## src/rtl/bwc_pkg.sv

```systemverilog
package bwc_pkg;
  typedef enum logic [2:0] {
    ST_IDLE,
    ST_LOOK,
    ST_AS,
    ST_RD,
    ST_FIN
  } bwc_state_e;
endpackage

```

## src/rtl/bwc_tag_match.sv

```systemverilog
module bwc_tag_match #(
  parameter int NUM_LINES = 4,
  parameter int TAG_W     = 20,
  localparam int IDX_W    = $clog2(NUM_LINES)
) (
  input  logic             clk_i,
  input  logic             rst_ni,
  input  logic             inval_i,
  input  logic             alloc_i,
  input  logic [TAG_W-1:0] tag_i,
  output logic             hit_o,
  output logic [IDX_W-1:0] hit_idx_o,
  output logic [IDX_W-1:0] victim_o
);
  logic [NUM_LINES-1:0][TAG_W-1:0] tag_q;
  logic [NUM_LINES-1:0]            lv_q;
  logic [NUM_LINES-1:0]            hit_vec;
  logic [IDX_W-1:0]                ptr_q;

  for (genvar i = 0; i < NUM_LINES; i++) begin : g_cmp
    assign hit_vec[i] = lv_q[i] && (tag_q[i] == tag_i);
  end

  always_comb begin
    hit_idx_o = '0;
    for (int i = 0; i < NUM_LINES; i++)
      if (hit_vec[i]) hit_idx_o = IDX_W'(i);
  end

  assign hit_o    = |hit_vec;
  assign victim_o = ptr_q;

  always_ff @(posedge clk_i or negedge rst_ni) begin
    if (!rst_ni) begin
      tag_q <= '0;
      lv_q  <= '0;
      ptr_q <= '0;
    end else begin
      if (alloc_i) begin
        tag_q[ptr_q] <= tag_i;
        ptr_q        <= (ptr_q == IDX_W'(NUM_LINES-1)) ? '0 : ptr_q + 1'b1;
      end
      if (inval_i)      lv_q        <= '0;
      else if (alloc_i) lv_q[ptr_q] <= 1'b1;
    end
  end


  one_hit_chk: assert property (@(posedge clk_i) disable iff (!rst_ni)
    $onehot0(hit_vec));


  inval_clear_chk: assert property (@(posedge clk_i) disable iff (!rst_ni)
    inval_i |=> !hit_o);
endmodule

```

## src/rtl/bwc_line_store.sv

```systemverilog
module bwc_line_store #(
  parameter int NUM_LINES  = 4,
  parameter int LINE_BYTES = 16,
  localparam int IDX_W     = $clog2(NUM_LINES),
  localparam int OFF_W     = $clog2(LINE_BYTES)
) (
  input  logic             clk_i,
  input  logic             rst_ni,
  input  logic             inval_i,
  input  logic             clr_en_i,
  input  logic [IDX_W-1:0] clr_line_i,
  input  logic [IDX_W-1:0] rd_line_i,
  input  logic [OFF_W-1:0] rd_off_i,
  output logic             rd_vld_o,
  output logic [7:0]       rd_data_o,
  input  logic             wr_en_i,
  input  logic [IDX_W-1:0] wr_line_i,
  input  logic [OFF_W-1:0] wr_off_i,
  input  logic [7:0]       wr_data_i
);
  logic [NUM_LINES-1:0][LINE_BYTES-1:0] vld_q;
  logic [7:0] dat_q [NUM_LINES][LINE_BYTES];

  assign rd_vld_o  = vld_q[rd_line_i][rd_off_i];
  assign rd_data_o = dat_q[rd_line_i][rd_off_i];

  always_ff @(posedge clk_i or negedge rst_ni) begin
    if (!rst_ni) begin
      vld_q <= '0;
    end else if (inval_i) begin
      vld_q <= '0;
    end else begin
      if (clr_en_i) vld_q[clr_line_i] <= '0;
      if (wr_en_i)  vld_q[wr_line_i][wr_off_i] <= 1'b1;
    end
  end

  always_ff @(posedge clk_i) begin
    if (wr_en_i) dat_q[wr_line_i][wr_off_i] <= wr_data_i;
  end


  fill_exact_chk: assert property (@(posedge clk_i) disable iff (!rst_ni)
    (wr_en_i && !inval_i && !clr_en_i) |=>
      (vld_q[$past(wr_line_i)][$past(wr_off_i)] &&
       dat_q[$past(wr_line_i)][$past(wr_off_i)] == $past(wr_data_i)));
endmodule

```

## src/rtl/byte_word_cache_filler.sv

```systemverilog
module byte_word_cache_filler
  import bwc_pkg::*;
#(
  parameter int ADDR_W     = 24,
  parameter int LINE_BYTES = 16,
  parameter int NUM_LINES  = 4,
  localparam int OFF_W     = $clog2(LINE_BYTES),
  localparam int TAG_W     = ADDR_W - OFF_W,
  localparam int IDX_W     = $clog2(NUM_LINES)
) (
  input  logic              clk_i,
  input  logic              rst_ni,
  input  logic              cache_en_i,
  input  logic              inval_i,
  input  logic              req_i,
  input  logic              word_i,
  input  logic [ADDR_W-1:0] addr_i,
  output logic              ready_o,
  output logic              done_o,
  output logic [15:0]       data_o,
  output logic              bus_as_o,
  output logic              bus_rd_o,
  output logic [ADDR_W-1:0] bus_addr_o,
  input  logic              bus_rdy_i,
  input  logic [7:0]        bus_data_i
);
  bwc_state_e        st_q;
  logic [ADDR_W-1:0] base_q, cur_addr;
  logic              word_q, cur_q, fill_q;
  logic [15:0]       res_q;
  logic [IDX_W-1:0]  lidx_q, hit_idx, victim;
  logic              tag_hit, byte_vld, alloc, byte_hit, wr_en, last;
  logic [7:0]        c_data;

  assign cur_addr = base_q + ADDR_W'(cur_q);
  assign last     = !word_q || cur_q;
  assign byte_hit = cache_en_i && tag_hit && byte_vld;
  assign alloc    = (st_q == ST_LOOK) && cache_en_i && !tag_hit;
  assign wr_en    = (st_q == ST_RD) && bus_rdy_i && fill_q;

  bwc_tag_match #(.NUM_LINES(NUM_LINES), .TAG_W(TAG_W)) u_tag (
    .clk_i     (clk_i),
    .rst_ni    (rst_ni),
    .inval_i   (inval_i),
    .alloc_i   (alloc),
    .tag_i     (cur_addr[ADDR_W-1:OFF_W]),
    .hit_o     (tag_hit),
    .hit_idx_o (hit_idx),
    .victim_o  (victim)
  );

  bwc_line_store #(.NUM_LINES(NUM_LINES), .LINE_BYTES(LINE_BYTES)) u_store (
    .clk_i      (clk_i),
    .rst_ni     (rst_ni),
    .inval_i    (inval_i),
    .clr_en_i   (alloc),
    .clr_line_i (victim),
    .rd_line_i  (hit_idx),
    .rd_off_i   (cur_addr[OFF_W-1:0]),
    .rd_vld_o   (byte_vld),
    .rd_data_o  (c_data),
    .wr_en_i    (wr_en),
    .wr_line_i  (lidx_q),
    .wr_off_i   (cur_addr[OFF_W-1:0]),
    .wr_data_i  (bus_data_i)
  );

  always_ff @(posedge clk_i or negedge rst_ni) begin
    if (!rst_ni) begin
      st_q   <= ST_IDLE;
      base_q <= '0;
      word_q <= 1'b0;
      cur_q  <= 1'b0;
      fill_q <= 1'b0;
      res_q  <= '0;
      lidx_q <= '0;
    end else begin
      unique case (st_q)
        ST_IDLE: if (req_i) begin
          base_q <= addr_i;
          word_q <= word_i;
          cur_q  <= 1'b0;
          res_q  <= '0;
          st_q   <= ST_LOOK;
        end
        ST_LOOK: begin
          if (byte_hit) begin
            if (cur_q) res_q[15:8] <= c_data;
            else       res_q[7:0]  <= c_data;
            if (last) st_q  <= ST_FIN;
            else      cur_q <= 1'b1;
          end else begin
            fill_q <= cache_en_i;
            lidx_q <= tag_hit ? hit_idx : victim;
            st_q   <= ST_AS;
          end
        end
        ST_AS: st_q <= ST_RD;
        ST_RD: if (bus_rdy_i) begin
          if (cur_q) res_q[15:8] <= bus_data_i;
          else       res_q[7:0]  <= bus_data_i;
          if (last) st_q <= ST_FIN;
          else begin
            cur_q <= 1'b1;
            st_q  <= ST_LOOK;
          end
        end
        ST_FIN: st_q <= ST_IDLE;
        default: st_q <= ST_IDLE;
      endcase
    end
  end

  assign ready_o    = (st_q == ST_IDLE);
  assign done_o     = (st_q == ST_FIN);
  assign data_o     = res_q;
  assign bus_as_o   = (st_q == ST_AS);
  assign bus_rd_o   = (st_q == ST_RD);
  assign bus_addr_o = cur_addr;


  as_pulse_chk: assert property (@(posedge clk_i) disable iff (!rst_ni)
    bus_as_o |=> (bus_rd_o && !bus_as_o));


  rd_hold_chk: assert property (@(posedge clk_i) disable iff (!rst_ni)
    (bus_rd_o && !bus_rdy_i) |=> (bus_rd_o && $stable(bus_addr_o)));


  done_pulse_chk: assert property (@(posedge clk_i) disable iff (!rst_ni)
    done_o |=> (!done_o && ready_o));


  bypass_chk: assert property (@(posedge clk_i) disable iff (!rst_ni)
    (st_q == ST_LOOK && !cache_en_i) |=> bus_as_o);
endmodule

```

## config.mk

```make
export PLATFORM = sky130hd
export DESIGN_NAME = byte_word_cache_filler
export DESIGN_NICKNAME = d
export VERILOG_FILES = /design/src/rtl/bwc_pkg.sv /design/src/rtl/bwc_tag_match.sv /design/src/rtl/bwc_line_store.sv /design/src/rtl/byte_word_cache_filler.sv
export SDC_FILE = /design/constraint.sdc
export NUM_CORES = 1
export LEC_CHECK = 0
export BUFFER_PORTS_ARGS = -buffer_cell sky130_fd_sc_hd__buf_2
export CAP_MARGIN = 20
export CORE_ASPECT_RATIO = 1.4
export CORE_MARGIN = 3
export CORE_UTILIZATION = 40
export DETAILED_ROUTE_END_ITERATION = 7
export RECOVER_POWER = 100
export SLEW_MARGIN = 20
export SYNTH_ARGS = -nofsm -noshare
export SYNTH_HDL_FRONTEND = slang
export SYNTH_SLANG_ARGS = --single-unit
```

## constraint.sdc

```tcl
create_clock -name clk_i -period 5.2 [get_ports clk_i]
set_input_delay 0 -clock clk_i [delete_from_list [all_inputs] [get_ports clk_i]]
set_output_delay 0 -clock clk_i [all_outputs]
set_load 0.005 [all_outputs]
```

---- Word-level counts from Yosys, hierarchy flattened ----
Memory sizes are Yosys's and may differ from the RTL's.
Cells that the tools add are included.
cells by class
  equality and inequality tests ........... 17
  multipliers ............................. 0
  divide/modulo/power cells ............... 0
  add/sub/neg operators ................... 2
  shifts and indexed selects .............. 0
  multiplexer cells ....................... 52
  bitwise operators ....................... 6
  reductions and logical operators ........ 27
  order comparisons ....................... 9
operators by type and width
  cell                number
  $mux 64             4
  $mux 128            1
  $mux 16             6
  $bwmux 80           1
  $eq 20x20->1        4
  $and 64x64->64      1
  $demux 16 s2        2
  $not 64->64         1
  $or 64x64->64       1
  $mux 8              7
  $pmux 16 s3         1
  $demux 20 s2        1
  $bmux 16 s2         1
  $bmux 8 s4          1
  $demux 8 s4         1
  $add 24x1->24       1
  $mux 20             1
  $mux 3              5
  $logic_and 1x1->1   14
  $pmux 3 s4          1
  $reduce_and 6->1    2
  $ne 2x2->1 const B  5
  $lt 2x3->1 const B  3
  $mux 1              9
  30 further kinds    39
storage, ports and cells
  flip-flop bits (word level) ............. 198
  logic and storage cells ................. 132
  bits in writable memories ............... 512
  memories ................................ 1
  bits in latches ......................... 0
  input bits .............................. 39
  bits in read-only memories .............. 0
  output and inout port bits .............. 44
memory list
  name           depth  width  rd ports  clocked after memory_dff  wr ports  RTL line              text
  u_store.dat_q  4      128    1         0                         1         bwc_line_store.sv:22  logic [7:0] dat_q [NUM_LINES][LINE_BYTES];

---- Depth between registers and ports, before layout ----
Gate-level depths: netlist (run 1).
  word-level depth ........................ 13
  gate-level depth with buffers ........... 22
  depth with buffers taken out ............ 16

---- Hierarchy ----
A second synthesis (run 1) with hierarchy kept.
second synthesis, totals
  cell total of the unflattened synthesis .. 1708
  area, all modules ....................... 29769.8 um2
by module, submodules not included
  module                  cells each  seq. area each (um2)  instances  area an instance (um2)
  bwc_line_store          1170        16976.3               1          22908.2
  bwc_tag_match           329         2152.1                1          4346.7
  byte_word_cache_filler  209         1201.2                1          2514.9

---- Worst setup path before layout (run 1) ----
OpenSTA, ideal clock, no wires.
  kind .................................... flip-flop to flip-flop
  start point ............................. register cur_q
  end point ............................... register res_q[10], in the netlist data_o[10]
  setup time .............................. 136 ps
  stages on the path, launching flop included .. 21
  path slack .............................. -12 ps
  data arrival time ....................... 5077 ps
  buffers on the path ..................... 6
  clock period less this slack ............ 5212 ps
  required time ........................... 5064 ps
  cells stage by stage .................... dfrtp_1 ha_1 ha_1 nand3_1 buf_2 nor4_2 xnor2_1 or3b_1 or4_1 nor4_4 buf_6 buf_4 buf_6 buf_4 buf_2 mux2i_1 a21oi_1 a211oi_1 o211ai_1 a32oi_1 mux2i_1
on the way
  longest elaborated chain between the ends .. 13
  elaborated cells between the ends (all ways) .. 31
  those cells by class .................... 1 x add/sub; 7 x eq/ne; 13 x mux; 1 x bitwise; 8 x reduce/logical; 1 x memory
RTL lines
  item                                                        RTL line                                                    text
  from (decl)                                                 byte_word_cache_filler.sv:29                                logic word_q, cur_q, fill_q;
  from (signal assigned)                                      byte_word_cache_filler.sv:73                                cur_q <= 1'b0;
  from (signal assigned)                                      byte_word_cache_filler.sv:82                                cur_q <= 1'b0;
  from (signal assigned)                                      byte_word_cache_filler.sv:91                                else cur_q <= 1'b1;
  $add 24x1->24                                               byte_word_cache_filler.sv:35                                assign cur_addr = base_q + ADDR_W'(cur_q);
  $eq 20x20->1                                                bwc_tag_match.sv:21                                         assign hit_vec[i] = lv_q[i] && (tag_q[i] == tag_i);
  $logic_and 1x1->1                                           bwc_tag_match.sv:21
  $mux 1                                                      bwc_tag_match.sv:27                                         if (hit_vec[i]) hit_idx_o = IDX_W'(i);
  $mux 2 (2 in a row)                                         bwc_tag_match.sv:27
  $mem_v2 4x128 or $bmux 16 s2 (tied branches)                --
  $bmux 8 s4 or $mux 16 (tied branches)                       bwc_line_store.sv:25, bwc_line_store.sv:24
  $mux 8 (not written as such) or $bmux 1 s4 (tied branches)  bwc_line_store.sv:25, bwc_line_store.sv:24
  $mux 8 (not written as such) or $mux 1 (tied branches)      bwc_line_store.sv:25, bwc_line_store.sv:24
  $mux 8 or $logic_and 1x1->1 (tied branches)                 byte_word_cache_filler.sv:88, byte_word_cache_filler.sv:37
  $mux 16 or $ne 2x2->1 (tied branches)                       --
  $pmux 16 s3 or $reduce_and 6->1 (tied branches)             --
  to (signal assigned)                                        byte_word_cache_filler.sv:88                                if (cur_q) res_q[15:8] <= c_data;
  to (signal assigned)                                        byte_word_cache_filler.sv:100                               if (cur_q) res_q[15:8] <= bus_data_i;
  to (decl)                                                   byte_word_cache_filler.sv:30                                logic [15:0] res_q;
Parallel ways exist; a longest one is shown, timed or not. The select of a mux whose other input is x is not followed.
A chain may end at the register's enable or synchronous reset.

---- Worst setup path after layout (run 1) ----
  start point ............................. register cur_q
  end point ............................... register res_q[14], in the netlist data_o[14]
Same word-level chain as after synthesis.

==> results of run 1 <==
==> cell usage after synthesis (44+ instances only) <==
library cell / number
edfxtp_1: 512
nor2_1: 269
nand2_1: 241
dfrtp_1: 198
o21ai_0: 176
a21oi_1: 173
mux2i_1: 131
clkbuf_1: 97
nand3_1: 65
inv_1: 56
nor3_1: 53
o211ai_1: 53
xnor2_1: 46
mux2_2: 44
==> flip-flops by register name, indices dropped and copies added (netlist names) <==
signal	cells
st_q	3
u_tag.victim_o	2
u_store.vld_q	64
base_q	24
cur_q	1
data_o	16
word_q	1
u_tag.tag_q	80
u_tag.lv_q	4
lidx_q	2
fill_q	1
u_store.dat_q	512
==> path summary, 6_finish.rpt <==
check	end	slack, ps
max	data_o[14]$_DFFE_PN0P_	30
min	u_store.dat_q[0][23]$_DFFE_PP_	70
max in group asynchronous	u_store.vld_q[52]$_DFF_PN0_	610
min reg2reg	u_tag.tag_q[14]$_DFFE_PN0P_	500
max reg2reg	data_o[14]$_DFFE_PN0P_	30
min in group asynchronous	u_store.vld_q[48]$_DFF_PN0_	1460
==> area by class of cell <==
class / instances / area (µm²)
diodes: 1 / 2.50
clock buffers: 92 / 1970
clock inverters: 39 / 497
fillers: 6986 / 39100
inverters: 58 / 218
multi-input cells: 1729 / 11600
flip-flops and latches: 710 / 20300
well taps: 1054 / 1320
repair buffers: 550 / 4420
==> power groups by stage <==
| stage | clock [µW] | sequential (µW) | combinational [µW] |
|---|---|---|---|
| final | 5510 | 7190 | 9400 |
| after detailed placement | 0 | 7280 | 8750 |
| after CTS | 5570 | 7170 | 9060 |
| after global routing | 5800 | 7240 | 9810 |
| after global placement | 0 | 7270 | 8750 |
| after floorplan | 0 | 7000 | 4210 |
==> placed cells by master, fill, tap and decap left out, types with 12 or more instances in the layout <==
master,instances
edfxtp_1,512
buf_4,385
nor2_1,267
nand2_1,235
dfrtp_1,195
a21oi_1,171
o21ai_0,168
mux2i_1,121
clkbuf_16,76
buf_2,65
nand3_1,60
inv_1,56
o211ai_1,53
mux2_2,45
nor3_1,43
xnor2_1,39
xor2_1,38
clkbuf_1,36
a211oi_1,35
dlygate4sd3_1,32
buf_12,30
nand4_1,28
or3_1,22
o31ai_1,20
o22ai_1,20
nand2b_1,18
o2111ai_1,15
mux4_2,15
and3_1,14
buf_6,13
nor3_2,12
==> per-stage QoR <==
stage | power, µW | worst slack [ps]
5_1_grt | 22900 | -139
2_1_floorplan | 11200 | 131
4_1_cts | 21800 | 5.13
3_3_place_gp | 16000 | -951
3_5_place_dp | 16000 | -983
6_report | 22100 | 26.1
==> layer usage <==
layer,GRT usage,part of all wire,vias to the layer above,routed length [µm]
met5,0,0,-,0
met4,0.207,0.085,0,10300
met3,0.0375,0.055,359,6630
met2,0.502,0.50,1090,61100
met1,0.320,0.36,12400,43300
li1,-,-,10900,-
==> timing repair <==
item / 4_1_cts / 5_1_grt
pin swaps: 23 / 27
endpoints found under the setup margin: 23 / 23
gates cloned: 1 / 1
endpoints found under the hold margin: 152 / 0
setup buffers: 17 / 23
gates resized for setup: 65 / 74
hold buffers: 33 / 0
==> cell families after synthesis <==
logic type	share of synthesized area
adders and majority gates	0.00271
buffers and inverters	0.0290
DFF	0.630
AOI/OAI and AO/OA	0.120
and+or+nand+nor	0.122
muxes	0.0678
xor gates and xnor gates	0.0283
==> metrics.txt, run 1 <==
WL per Instance around 29 µm; largest net degree at the start of global routing 75; worst-path cell chain ha_4 > ha_4 > nand3_4 > buf_6 > nor4_4 > buf_4 > buf_4 > buf_4 > xnor2_1 > o32a_1 > nand2_1 > nor4_2 > buf_4 > and2_4 > buf_12 > a21oi_1 > o21ai_1 > nor4_2 > or4b_4 > o21ai_4 > o2111ai_4 > mux2_4; CP startpoint kind flop; RSZ-0062 raised after global routing true; first drt pass iteration count 5; Die Area about 84000 µm²; PD cells about 550 nW/µm²; area delta synth->final 25.2%; power share of the sequential group 0.325; number of global-route vias before repair roughly 25000; status complete, but fails checks; hpwl dp 88000 µm; area of placed instances 36700 µm²; Slew Viols, Final roughly 450; fmax 0.193 GHz; reg2reg start cur_q$_DFFE_PN0P_; grt ovf 0; CP delay by family, top simple AND/OR/NAND/NOR gates; Final period util 0.995; Die X between 200 and 250 µm; Skew-Pair Late Insertion Delay approximately 650 ps; fin util 0.508; Final nets ~3200; via count between 20000 and 25000; Seq/Total Area, Yosys 0.630; Post-Layout Inst Area ~40000 µm²; most used cell, CP buf_4; Final Non-Filler Cells about 4200; clock sink count 710; Clock Skew between 30 and 40 ps; post-DR vias/cell roughly 6; CTS Buffer Depth 3; CP Data Required Time 5720 ps; GRT Total Usage 0.287; H-tree depth 3; CORE AREA between 70000 and 80000 µm²; worst slew pin tran 3750 ps; IO Pins 83; CTS clock-pin slew for the worst setup and hold paths 60 ps; clk root buf clkbuf_16; CTS buffer count between 70 and 80; sw frac 0.395; minimum clock period around 5200 ps; type of the most critical hold path in -> reg; Critical Path Source cur_q$_DFFE_PN0P_; largest vdd supply drop around 0.30 mV; CP endpoint kind flop; first-pass GRT wire length 174000 µm; HP Start bus_data_i[7]; Synth Net Count approximately 2700; crit path max-delay cell type or4b_4; Port Buffers between 80 and 90; initial core utilization 0.406; leakage power ~0.015 µW; Post-Route WL approximately 120000 µm; mapped cell area between 30000 and 40000 µm²; Yosys cell types 92; Final Hold Vio Count 0; CP bufs+invs 6; DR iter-0 viols between 2000 and 2500; ANT nets after route 0; Yosys reg bits about 700; Rel. slew slack -1.50; WP depth 22; std cell rows between 100 and 150; worst reg-to-reg path cell count 22; EDFF count, synth between 500 and 600; Yosys top cell area share 0.476; top cell type by total area after synthesis edfxtp_1; max incr delay on CP about 520 ps; Internal roughly 13000 µW; prevailing post-synth register cell edfxtp_1; DR DRC count 0; Fin Setup TNS 0 ps; CTS tree built; top area cells in the synthesized netlist edfxtp_1, dfrtp_1, mux2i_1; syn_area_per_cell 12.1 µm²; initial antenna violation count 1; Die H roughly 340 µm; placed insts 4028; violated checks max-capacitance violations, max-slew violations; Worst Hold Slack 72.5 ps; Worst Path Arrival around 5700 ps; Final Wtd Congestion slightly below 1; cells after synthesis 2663; Gate power share 0.425; share of cells above drive strength 1 0.250; switching pwr roughly 8700 µW; hold path depth 2; ys async rst share 0.279; number of max-cap violations 8; worst-path fanout max 6; YS warnings 0; # setup viols final 0; critical path type reg -> reg; clock power share 0.249
Note: power is estimated with default switching activity, not from simulation.
==> run 2: changes to the inputs <==
--- a/config.mk
+++ b/config.mk
@@ -12,6 +12,7 @@
 export CORE_UTILIZATION = 40
 export DETAILED_ROUTE_END_ITERATION = 7
 export RECOVER_POWER = 100
+export SETUP_SLACK_MARGIN = 0.1
 export SLEW_MARGIN = 20
 export SYNTH_ARGS = -nofsm -noshare
 export SYNTH_HDL_FRONTEND = slang
==> run 2 against run 1 <==
Net effect:
- the flow still finishes with violations (max-capacitance violations, max-slew violations)
- sequential share of layout area down 0.41 points
- combinational power is 2% higher
- design area grew 0.82%
- worst setup slack improved by 37 ps
- count of clock-buffer cells in the layout stayed put
- power grew 0.93%
- clock skew fell by 3.8 ps
- sequential cell count is the same
- routed wire length up 0.41%
- via count grew 0.38%
- critical endpoint unchanged
==> metrics.txt, run 2 (same netlist as run 1, synthesis figures left out) <==
CP startpoint kind flop (unchanged); Die X 246 µm (unchanged); fmax 0.195 GHz (was 0.193 GHz); area delta synth->final 26.2% (was 25.2%); CTS clock-pin slew for the worst setup and hold paths 60 ps (about the same); Final nets 3187 (was 3168); initial core utilization 0.406 (unchanged); CP endpoint kind flop (unchanged); Largest register FFs 512 (unchanged); Clock Skew 33.7 ps (was 37.5 ps); Tot Pwr 22300 µW (was 22100 µW); largest net degree at the start of global routing 75 (unchanged); Die H 342 µm (unchanged); Final period util 0.988 (was 0.995); post-DR vias/cell 5.84 (about the same); Slew Viols, Final 511 (was 445); share of cells above drive strength 1 0.259 (was 0.250); RSZ-0062 raised after global routing true (unchanged); type of the most critical hold path in -> reg (unchanged); commonest non-fill, non-tap cell in the layout edfxtp_1 (unchanged); Skew-Pair Late Insertion Delay 640 ps (was 650 ps); worst reg-to-reg path cell count 22 (unchanged); Final Wtd Congestion 0.989 (unchanged); number of global-route vias before repair 25200 (was 25100); Worst Path Arrival 5710 ps (was 5690 ps); Rel. slew slack -1.47 (was -1.50); worst slew pin tran 3710 ps (was 3750 ps); GRT Total Usage 0.288 (was 0.287); minimum clock period 5140 ps (was 5170 ps); WL per Instance 28.7 µm (about the same); std cell rows 122 (unchanged); CTS buffer count 73 (unchanged); Critical Path Source base_q[13]$_DFFE_PN0P_ (was cur_q$_DFFE_PN0P_); grt ovf 0 (unchanged); Post-Layout Inst Area 40700 µm² (was 40400 µm²); DR DRC count 0 (unchanged); fin util 0.512 (was 0.508); R2R setup slack 60 ps (was 30 ps); area of placed instances 36700 µm² (unchanged); Final WS setup 63.2 ps (was 26.1 ps); PD cells 547 nW/µm² (about the same); IO Pins 83 (unchanged); Fin Setup TNS 0 ps (unchanged); hpwl dp 88000 µm (unchanged); Port Buffers 82 (unchanged); critical path type reg -> reg (unchanged); commonest non-fill, non-tap cells in the layout edfxtp_1, buf_4, nor2_1 (unchanged); Reg-to-Reg End data_o[14]$_DFFE_PN0P_ (unchanged); pre-CTS WS -983 ps (unchanged); CP endpoint data_o[14]$_DFFE_PN0P_ (unchanged); via count 24800 (was 24700); largest vdd supply drop 0.297 mV (about the same); area taken by multi-input logic gates 11800 µm² (was 11600 µm²); initial antenna violation count 0 (was 1); Regs by FF count u_store.dat_q: 512 flops, u_tag.tag_q: 80 flops, u_store.vld_q: 64 flops (unchanged); violated checks max-capacitance violations, max-slew violations (unchanged); DR iter-0 viols 2225 (was 2326); Die Area 84200 µm² (unchanged); Reg with most FFs u_store.dat_q (unchanged); first-pass GRT wire length 175000 µm (was 174000 µm); status complete, but fails checks (unchanged); final-layout fill cell count 6952 (was 6986); flip-flop and latch area 20300 µm² (unchanged); ANT nets after route 0 (unchanged); clk root buf clkbuf_16 (unchanged); CORE AREA 79500 µm² (unchanged); CTS tree built (unchanged); number of max-cap violations 9 (was 8); leakage power 0.0151 µW (was 0.0149 µW); reg2reg start base_q[13]$_DFFE_PN0P_ (was cur_q$_DFFE_PN0P_); Post-Route WL 122000 µm (was 121000 µm); H-tree depth 3 (unchanged); first drt pass iteration count 5 (unchanged); CTS Buffer Depth 3 (unchanged); Final Hold Vio Count 0 (unchanged); worst-path fanout max 13 (was 6); # setup viols final 0 (unchanged); clock sink count 710 (unchanged); CP Data Required Time 5770 ps (was 5720 ps)
run 2: changes by cell type in the layout (fill, tap and decap cells not counted), moves of 3 or more:
| cell | before | now |
|---|---|---|
| nor4_2 | 7 | 4 |
| nor2_4 | 0 | 3 |
| buf_4 | 385 | 394 |
| nor2_1 | 267 | 264 |
| xnor2_4 | 0 | 3 |
| o21ai_0 | 168 | 165 |
| buf_6 | 13 | 20 |
| o21ai_2 | 1 | 4 |
run 2: area by class of cell:
class                           instances  share of cell area
Clock buffer                           92              0.0484
Sequential cell                       710               0.499
Multi-Input combinational cell       1729               0.289
Antenna cell                            1           0.0000614
Timing Repair Buffer                  569               0.113
Inverter                               58             0.00534
Tap cell                             1054              0.0324
Clock inverter                         39              0.0122
run 2: worst min-delay path by stage:
| stage | start | endpoint | slack (ps) | cells past startpoint |
|---|---|---|---|---|
| after global placement | rst_ni | u_tag.lv_q[0]$_DFFE_PN0P_ | 8 | 1 |
| final | bus_data_i[0] | u_store.dat_q[3][16]$_DFFE_PP_ | 90 | 2 |
| after detailed placement | rst_ni | u_tag.lv_q[0]$_DFFE_PN0P_ | 10 | 1 |
| after CTS | bus_data_i[4] | u_store.dat_q[1][20]$_DFFE_PP_ | 50 | 2 |
| after global routing | bus_data_i[0] | u_store.dat_q[0][24]$_DFFE_PP_ | 110 | 2 |
| after floorplan | rst_ni | base_q[0]$_DFFE_PN0P_ | -300 | 0 |
run 2: worst max-delay path, cell delays in order, from the launching register on:
cell and delay, ps:
dfrtp_2 420, buf_12 130, nand4_1 190, buf_4 210, nor4_4 250, buf_4 190
buf_4 130, xnor2_1 130, o221ai_1 140, or4b_1 540, nor4_4 260, buf_4 200
nand3_4 130, buf_4 210, buf_4 190, nand2_1 60, o21ai_0 80, o211ai_1 550
a31oi_1 150, a221o_1 310, a311oi_2 270, buf_4 170, mux2_4 130
run 2: per-stage QoR:
stage / cells / hold WS (ps)
finish: 4252 / 86.0
floorplan: 2663 / -296
global placement: 4028 / 7.62
global route: 4251 / 107
CTS: 4224 / 54.4
detailed placement: 4028 / 14.2
run 2: repair_timing:
action / CTS / global route
gates cloned: 1 / 1
resized for setup: 103 / 75
endpoints found under the setup margin: 23 / 22
hold buffers: 33 / 0
pin swaps: 38 / 41
setup buffers: 31 / 26
endpoints found under the hold margin: 152 / 0
run 2: routing by layer:
| layer | wire, µm | vias to the layer above | global-route usage |
|---|---|---|---|
| met5 | 0 | - | 0 |
| met4 | 10900 | 0 | 0.208 |
| met3 | 6650 | 366 | 0.0392 |
| met2 | 61000 | 1151 | 0.502 |
| met1 | 43300 | 12400 | 0.320 |
| li1 | - | 10900 | - |
run 2: where the power goes:
part	internal, µW	switching, µW
logic	3680	5910
clock network	3210	2300
registers	6580	618
total	13500	8830
